### src/rtl/usbled_pkg.sv
package usbled_pkg;

  // Operating mode of the indicator, chosen from the level flags.
  typedef enum logic [1:0] {
    LM_ENUM  = 2'd0,  // not configured: dark baseline, flash on traffic
    LM_RUN   = 2'd1,  // configured: lit baseline, dip on acked transfer
    LM_SLEEP = 2'd2   // suspended: always dark
  } led_mode_e;

  function automatic led_mode_e pick_mode(input logic susp, input logic cfg);
    if (susp)     return LM_SLEEP;
    else if (cfg) return LM_RUN;
    else          return LM_ENUM;
  endfunction

  // LED level for a mode given whether a flash is running.
  function automatic logic led_level(input led_mode_e mode, input logic flash);
    case (mode)
      LM_ENUM: return flash;
      LM_RUN:  return ~flash;
      default: return 1'b0;
    endcase
  endfunction

endpackage

### src/rtl/usbled_mode_sel.sv
module usbled_mode_sel
  import usbled_pkg::*;
(
  input  logic      clk_i,
  input  logic      rst_i,
  input  logic      suspend_i,
  input  logic      configured_i,
  input  logic      bus_act_i,
  input  logic      xfer_done_i,
  input  logic      xfer_ack_i,
  output led_mode_e mode_o,
  output logic      trigger_o,
  output logic      clear_o
);

  led_mode_e mode_q;
  logic      ack_evt;

  assign mode_o  = pick_mode(suspend_i, configured_i);
  assign ack_evt = xfer_done_i & xfer_ack_i;

  // Only the event type that belongs to the present mode starts a flash.
  always_comb begin
    case (mode_o)
      LM_ENUM: trigger_o = bus_act_i;
      LM_RUN:  trigger_o = ack_evt;
      default: trigger_o = 1'b0;
    endcase
  end

  // A mode change, or being asleep, cancels any running flash.
  assign clear_o = (mode_o != mode_q) | (mode_o == LM_SLEEP);

  always_ff @(posedge clk_i) begin
    if (rst_i) mode_q <= LM_ENUM;
    else       mode_q <= mode_o;
  end

endmodule

### src/rtl/usbled_blink_timer.sv
module usbled_blink_timer #(
  parameter int PULSE_TICKS = 4096,
  parameter int CW          = $clog2(PULSE_TICKS + 1)
) (
  input  logic          clk_i,
  input  logic          rst_i,
  input  logic          tick_i,
  input  logic          trigger_i,
  input  logic          clear_i,
  output logic [CW-1:0] count_o,
  output logic          active_next_o
);

  localparam logic [CW-1:0] LOAD = CW'(PULSE_TICKS);

  logic [CW-1:0] cnt_q;
  logic [CW-1:0] cnt_d;

  // Load wins over clear so an event of the new mode is honoured on the
  // very edge that the mode changes.
  always_comb begin
    cnt_d = cnt_q;
    if (trigger_i)                      cnt_d = LOAD;
    else if (clear_i)                   cnt_d = '0;
    else if (tick_i && (cnt_q != '0))   cnt_d = cnt_q - 1'b1;
  end

  always_ff @(posedge clk_i) begin
    if (rst_i) cnt_q <= '0;
    else       cnt_q <= cnt_d;
  end

  assign count_o       = cnt_q;
  assign active_next_o = (cnt_d != '0);

endmodule

### src/rtl/usbled_drive.sv
module usbled_drive
  import usbled_pkg::*;
(
  input  logic      clk_i,
  input  logic      rst_i,
  input  led_mode_e mode_i,
  input  logic      flash_i,
  output logic      led_o
);

  logic led_q;

  always_ff @(posedge clk_i) begin
    if (rst_i) led_q <= 1'b0;
    else       led_q <= led_level(mode_i, flash_i);
  end

  assign led_o = led_q;

endmodule

### src/rtl/usb_link_led.sv
module usb_link_led
  import usbled_pkg::*;
#(
  parameter int PULSE_TICKS = 4096
) (
  input  logic clk_i,
  input  logic rst_i,
  input  logic tick_i,
  input  logic bus_act_i,
  input  logic configured_i,
  input  logic xfer_done_i,
  input  logic xfer_ack_i,
  input  logic suspend_i,
  output logic led_o
);

  localparam int CW = $clog2(PULSE_TICKS + 1);

  led_mode_e     mode;
  logic          trigger;
  logic          clear;
  logic [CW-1:0] flash_count;
  logic          flash_next;

  usbled_mode_sel u_mode (
    .clk_i        (clk_i),
    .rst_i        (rst_i),
    .suspend_i    (suspend_i),
    .configured_i (configured_i),
    .bus_act_i    (bus_act_i),
    .xfer_done_i  (xfer_done_i),
    .xfer_ack_i   (xfer_ack_i),
    .mode_o       (mode),
    .trigger_o    (trigger),
    .clear_o      (clear)
  );

  usbled_blink_timer #(
    .PULSE_TICKS (PULSE_TICKS),
    .CW          (CW)
  ) u_timer (
    .clk_i         (clk_i),
    .rst_i         (rst_i),
    .tick_i        (tick_i),
    .trigger_i     (trigger),
    .clear_i       (clear),
    .count_o       (flash_count),
    .active_next_o (flash_next)
  );

  usbled_drive u_drive (
    .clk_i   (clk_i),
    .rst_i   (rst_i),
    .mode_i  (mode),
    .flash_i (flash_next),
    .led_o   (led_o)
  );

endmodule

### config.mk
export PLATFORM = sky130hd
export DESIGN_NAME = usb_link_led
export DESIGN_NICKNAME = d
export VERILOG_FILES = /design/src/rtl/usbled_pkg.sv /design/src/rtl/usbled_mode_sel.sv /design/src/rtl/usbled_blink_timer.sv /design/src/rtl/usbled_drive.sv /design/src/rtl/usb_link_led.sv
export SDC_FILE = /design/constraint.sdc
export NUM_CORES = 1
export LEC_CHECK = 0
export ABC_AREA = 1
export BUFFER_PORTS_ARGS = -buffer_cell sky130_fd_sc_hd__buf_4
export CORE_MARGIN = 10
export CORE_UTILIZATION = 28
export DETAILED_ROUTE_END_ITERATION = 8
export HOLD_SLACK_MARGIN = 0.08
export PLACE_DENSITY_LB_ADDON = 0.05
export SLEW_MARGIN = 20
export SYNTH_ARGS = -nofsm -noshare
export SYNTH_HDL_FRONTEND = slang
export SYNTH_HIERARCHICAL = 1
export SYNTH_SLANG_ARGS = --single-unit
### constraint.sdc
create_clock -name clk_i -period 2.13 [get_ports clk_i]
set_input_delay 0.426 -clock clk_i [delete_from_list [all_inputs] [get_ports clk_i]]
set_output_delay 0.426 -clock clk_i [all_outputs]
set_load 0.005 [all_outputs]
# Word-level counts from Yosys, hierarchy flattened
# Index checks and enable logic that the tools add are counted.
dict set report totals {
  reg_bits 16
  inputBits 8
  word_cells 21
}
dict set report op_classes {
  n_addsub 1
  n_eq_ne 3
  n_mux 7
  bitwise 3
  reduce_logical 4
}
# cell count
set op_table {}
lappend op_table {{$mux 13} 3}
lappend op_table {{$reduce_bool 13->1} 2}
lappend op_table {{$sub 13x1->13 const B} 1}
lappend op_table {{$pmux 1 s2} 2}
lappend op_table {{$eq 2x1->1 const B} 1}
lappend op_table {{$eq 2x2->1 const B} 1}
lappend op_table {{$logic_not 2->1} 1}
lappend op_table {{$mux 2} 1}
lappend op_table {{$ne 2x2->1} 1}
lappend op_table {{$and 1x1->1} 1}
lappend op_table {{$logic_and 1x1->1} 1}
lappend op_table {{$mux 1} 1}
lappend op_table {{$not 1->1} 1}
lappend op_table {{$or 1x1->1} 1}

# Logic depth before layout (Yosys ltp)
dict set report logic_depth {
  word_depth 9
  mapped_depth 15
  depth_no_buf 15
}

# Hierarchy
# The synthesis kept the hierarchy.
# mod n_inst cells_per_inst area_per_inst_um2 seq_area_each_um2
set modules_own_cells {}
lappend modules_own_cells {usbled_blink_timer 1 151 952.2 260.2}
lappend modules_own_cells {usbled_mode_sel 1 18 110.1 40.0}
lappend modules_own_cells {usbled_drive 1 6 41.3 20.0}

# Worst setup path before layout
# No wires, ideal clock.
dict set report synth_path {
  kind {reg-to-reg}
  start {reg u_timer.cnt_q[0], in the netlist u_timer/count_o[0]}
  end {reg u_drive.led_q, in the netlist u_drive/led_o}
  arrival_ns 1.508
  required_time_ns 2.016
  path_slack_ns 0.508
  path_stages_with_launch 14
  path_buffers 0
  path_cell_list {dfxtp_1 -> inv_1 -> ha_1 -> nand2_1 -> nor2_2 -> nand2_1 -> clkinv_1 -> nand4_1 -> nand3_1 -> nand2_1 -> nor2_1 -> nand4_1 -> nor2_1 -> nor2_2}
}
dict set report synth_between {
  elab_chain_len 8
  word_cells_on_any_way 9
  cone_classes {add/sub: 1; mux: 4; bitwise: 1; reduce/logical: 3}
}
# element line_no
set synth_lines {}
lappend synth_lines {{start, declared} usbled_blink_timer.sv:16} ;# logic [CW-1:0] cnt_q;
lappend synth_lines {{start signal, assigned} usbled_blink_timer.sv:30} ;# else cnt_q <= cnt_d;
lappend synth_lines {{branches (longest 2 deep; another with $sub 13x1->13)} -}
lappend synth_lines {{$mux 13 (*)} usbled_blink_timer.sv:25} ;# else if (tick_i && (cnt_q != '0)) cnt_d = cnt_q - 1'b1;
lappend synth_lines {{$mux 13 (*)} usbled_blink_timer.sv:24} ;# else if (clear_i) cnt_d = '0;
lappend synth_lines {{$mux 13 (*)} usbled_blink_timer.sv:23} ;# if (trigger_i) cnt_d = LOAD;
lappend synth_lines {{$reduce_bool 13->1 (*)} usbled_blink_timer.sv:34} ;# assign active_next_o = (cnt_d != '0);
lappend synth_lines {{named net flash_next} usb_link_led.sv:23} ;# logic flash_next;
lappend synth_lines {{$not 1->1} usbled_pkg.sv:20} ;# LM_RUN: return ~flash;
lappend synth_lines {{$pmux 1 s2 (*)} usbled_pkg.sv:18} ;# case (mode)
lappend synth_lines {{end signal, assigned} usbled_drive.sv:15} ;# else led_q <= led_level(mode_i, flash_i);
lappend synth_lines {{end, declared} usbled_drive.sv:11} ;# logic led_q;
# Mark *: on every way through the listed nets, which the timed path passes.
# A chain may end at the register's enable or synchronous reset.

# Worst setup path after layout
# Ends and elaborated chain as after synthesis.

==> impl_metrics.json <==
{
  "cts_max_level": 1,
  "ys_warn_count": 6,
  "p_total_uw": 724,
  "start_util_pct": 29.5,
  "nFillCells": 450,
  "fp.dieH_microns": 82.8,
  "fmax_mhz": 536,
  "max-cap-violations": 0,
  "io_buffers": 8,
  "dr.pass1.iters": 4,
  "rows": 22,
  "layout-drive-gt1-share_pct": 21.3,
  "cp_data_arrival_time_ns": 2.01,
  "slew_violations": 0,
  "cts_tree": "built",
  "cp_max_fo": 12,
  "synth_area_leaders": "dfxtp_1, nand2_1, nor2_1",
  "fin_nets": 200,
  "fin_util_pct": 34.1,
  "hold_buffers": 0,
  "ys_seq_area_share_pct": 29.0,
  "skew_ns": 0.00496,
  "antenna_found_initial": 0,
  "crit_type": "reg -> reg",
  "fin_crit_ns": 1.87,
  "num_vias": 1101,
  "rsz0062_at_grt": "no",
  "max_stage_delay_ns": 0.32,
  "r2r_setup_slack_ns": 0.26,
  "clockRootBuffer": "clkbuf_8",
  "synth.top_cell.area_share_pct": 29.0,
  "setup.worst_path.end_class": "flop",
  "synth_seq_cells": 16,
  "status": "finished clean",
  "hold_class": "in -> reg",
  "synth_largest_area_cell": "dfxtp_1",
  "dieArea_sq_um": 6850,
  "hp-start": "suspend_i",
  "boundaryPins": 9,
  "synth_area_per_cell_sq_um": 6.31,
  "wl_per_cell_microns": 11.4,
  "syn_to_final_growth_pct": 15.8,
  "place_congestion": 0.770,
  "grt_use_total_pct": 8.42,
  "tightestPinTransition_ns": 0.612,
  "crit_top_cell": "nand2_1",
  "grt_max_degree": 20,
  "clk_transition_reported_paths_ns": 0.06,
  "synthCells": 175,
  "period_share_pct": 87.7,
  "final_hold_viol_count": 0,
  "relSlewSlack_pct": 59.2,
  "finalSetupViolCount": 0,
  "reg2reg_to": "u_drive/led_o",
  "wirelength_mm": 2.69,
  "synth_nets": 185,
  "holdPathStages": 2,
  "hold_path_end": "u_mode/mode_q[0]",
  "required_ns": 2.27,
  "cts_sinks": 16,
  "grt_overflow": 0,
  "synth_cell_types": 24,
  "core_sq_um": 3740,
  "die_width_microns": 82.8,
  "grt_pass1_wl_mm": 4.57,
  "drtIter0Drc": 50,
  "cts_buffers": 3,
  "powerDensity_nw_per_um2": 567,
  "grt_pass1_vias": 1015,
  "drc_errors": 0,
  "path_cells": "inv_2 > ha_1 > nand2_1 > nor2_2 > nand2_4 > buf_4 > nand3_1 > nand2_1 > nand3_1 > nand2_1 > nor2_1 > nand4_1 > nor2_1 > nor2_2",
  "antennaDiodeCount": 0,
  "clk_latency_ns": 0.24,
  "critPathSlowestCell": "dfxtp_1",
  "worstReg2RegStart": "u_timer/count_o[0]",
  "detail-route-antenna-nets": 0,
  "p_leak_uw": 0.000666,
  "start_kind": "flop",
  "ir_worst_vdd_mv": 0.216,
  "clockBufferDepth": 2,
  "synth_area_sq_um": 1100,
  "hpwlAfterDp_mm": 2.03,
  "rr_worst_depth": 14,
  "viasPerCell": 4.67
}
==> worst max-delay path, delay by kind of cell, from the launching register on <==
kind          cells  cell delay, ns
fa+ha+maj         1            0.15
buf+inv           2            0.29
flops             1            0.32
simple gates     11            1.01
==> registers in the layout (all words and copies together), names as in the netlist <==
register         cells
u_drive/led_o        1
u_mode/mode_q        2
u_timer/count_o     13
==> metrics by stage <==
step	std cells	hold slack, ns	setup TNS [ns]	worst slack (ns)	instance area, sq um
final	236	0.391	0	0.263	1280
after global routing	236	0.402	0	0.0359	1280
after CTS	232	0.387	0	0.0579	1240
after detailed placement	229	0.581	-0.200	-0.200	1200
after global placement	229	0.568	-0.112	-0.112	1200
after floorplan	175	0.498	0	0.508	1100
==> cell usage after synthesis, drive strengths merged <==
library cell	instances
clkbuf	2
nand4	9
nand2	51
inv	20
clkinv	1
nand3	25
nor3	2
o21bai	1
xor2	1
dfxtp	16
nand3b	1
ha	2
nor2	39
buf	4
a21oi	1
==> area by class of cell <==
cell class | count | area (sq um) | share of cell area, %
inverters | 21 | 78.8 | 6.17
well taps | 48 | 60.1 | 4.70
repair buffers | 16 | 120 | 9.40
multi-input cells | 132 | 657 | 51.4
clock buffers | 3 | 41.3 | 3.23
flip-flops and latches | 16 | 320 | 25.1
==> cell families (layout without fill, tap and decap cells) <==
| kind of cell | Yosys count | after routing | share of synthesized area [%] |
|---|---|---|---|
| XOR/XNOR | 1 | 1 | 0.794 |
| AND/OR/NAND/NOR | 127 | 127 | 54.8 |
| flip-flops | 16 | 16 | 29.0 |
| buffers and inverters | 27 | 40 | 11.7 |
| AO/OA/AOI/OAI | 2 | 2 | 1.47 |
| adder cells (fa/ha/maj) | 2 | 2 | 2.27 |
==> layout by cell type (no fill, tap or decap) <==
master,instances
nand3_1,20
o21bai_1,1
nand2_2,2
nand4_1,9
buf_4,16
nand3_2,5
inv_2,2
xor2_1,1
nor2_2,8
nand2_1,47
nor3_2,1
nor3_1,1
nand3b_1,1
clkinv_1,1
inv_1,18
nor2_1,31
ha_1,2
a21oi_2,1
clkbuf_8,3
nand2_4,2
dfxtp_1,16
==> layer usage <==
metal	GRT usage, %	share of wire (%)	up-vias	routed length (microns)
li1	-	-	578	-
met1	10.3	50	504	1350
met2	14.4	46	17	1240
met3	1.08	3.1	2	84
met4	3.51	0.85	0	23
met5	0	0	-	0
==> where the power goes <==
part | switching [uW] | internal, uW | leakage (uW)
sequential | 5.40 | 307 | 0.000130
clock | 94.1 | 125 | 0.0000216
combinational | 116 | 76.4 | 0.000515
==> worst max path at each step <==
stage          slack, ns               start       endpoint
2_1_floorplan       0.51  u_timer/count_o[0]  u_drive/led_o
3_3_place_gp       -0.11           suspend_i  u_drive/led_o
3_5_place_dp       -0.20        configured_i  u_drive/led_o
4_1_cts             0.06        configured_i  u_drive/led_o
5_1_grt             0.04  u_timer/count_o[0]  u_drive/led_o
6_report            0.26  u_timer/count_o[0]  u_drive/led_o
==> repair_timing <==
| action | in CTS | in global routing |
|---|---|---|
| setup buffers | 0 | 4 |
| resized for setup | 0 | 2 |
| setup endpoints to repair | 0 | 1 |
Note: power is estimated with default switching activity, not from simulation.
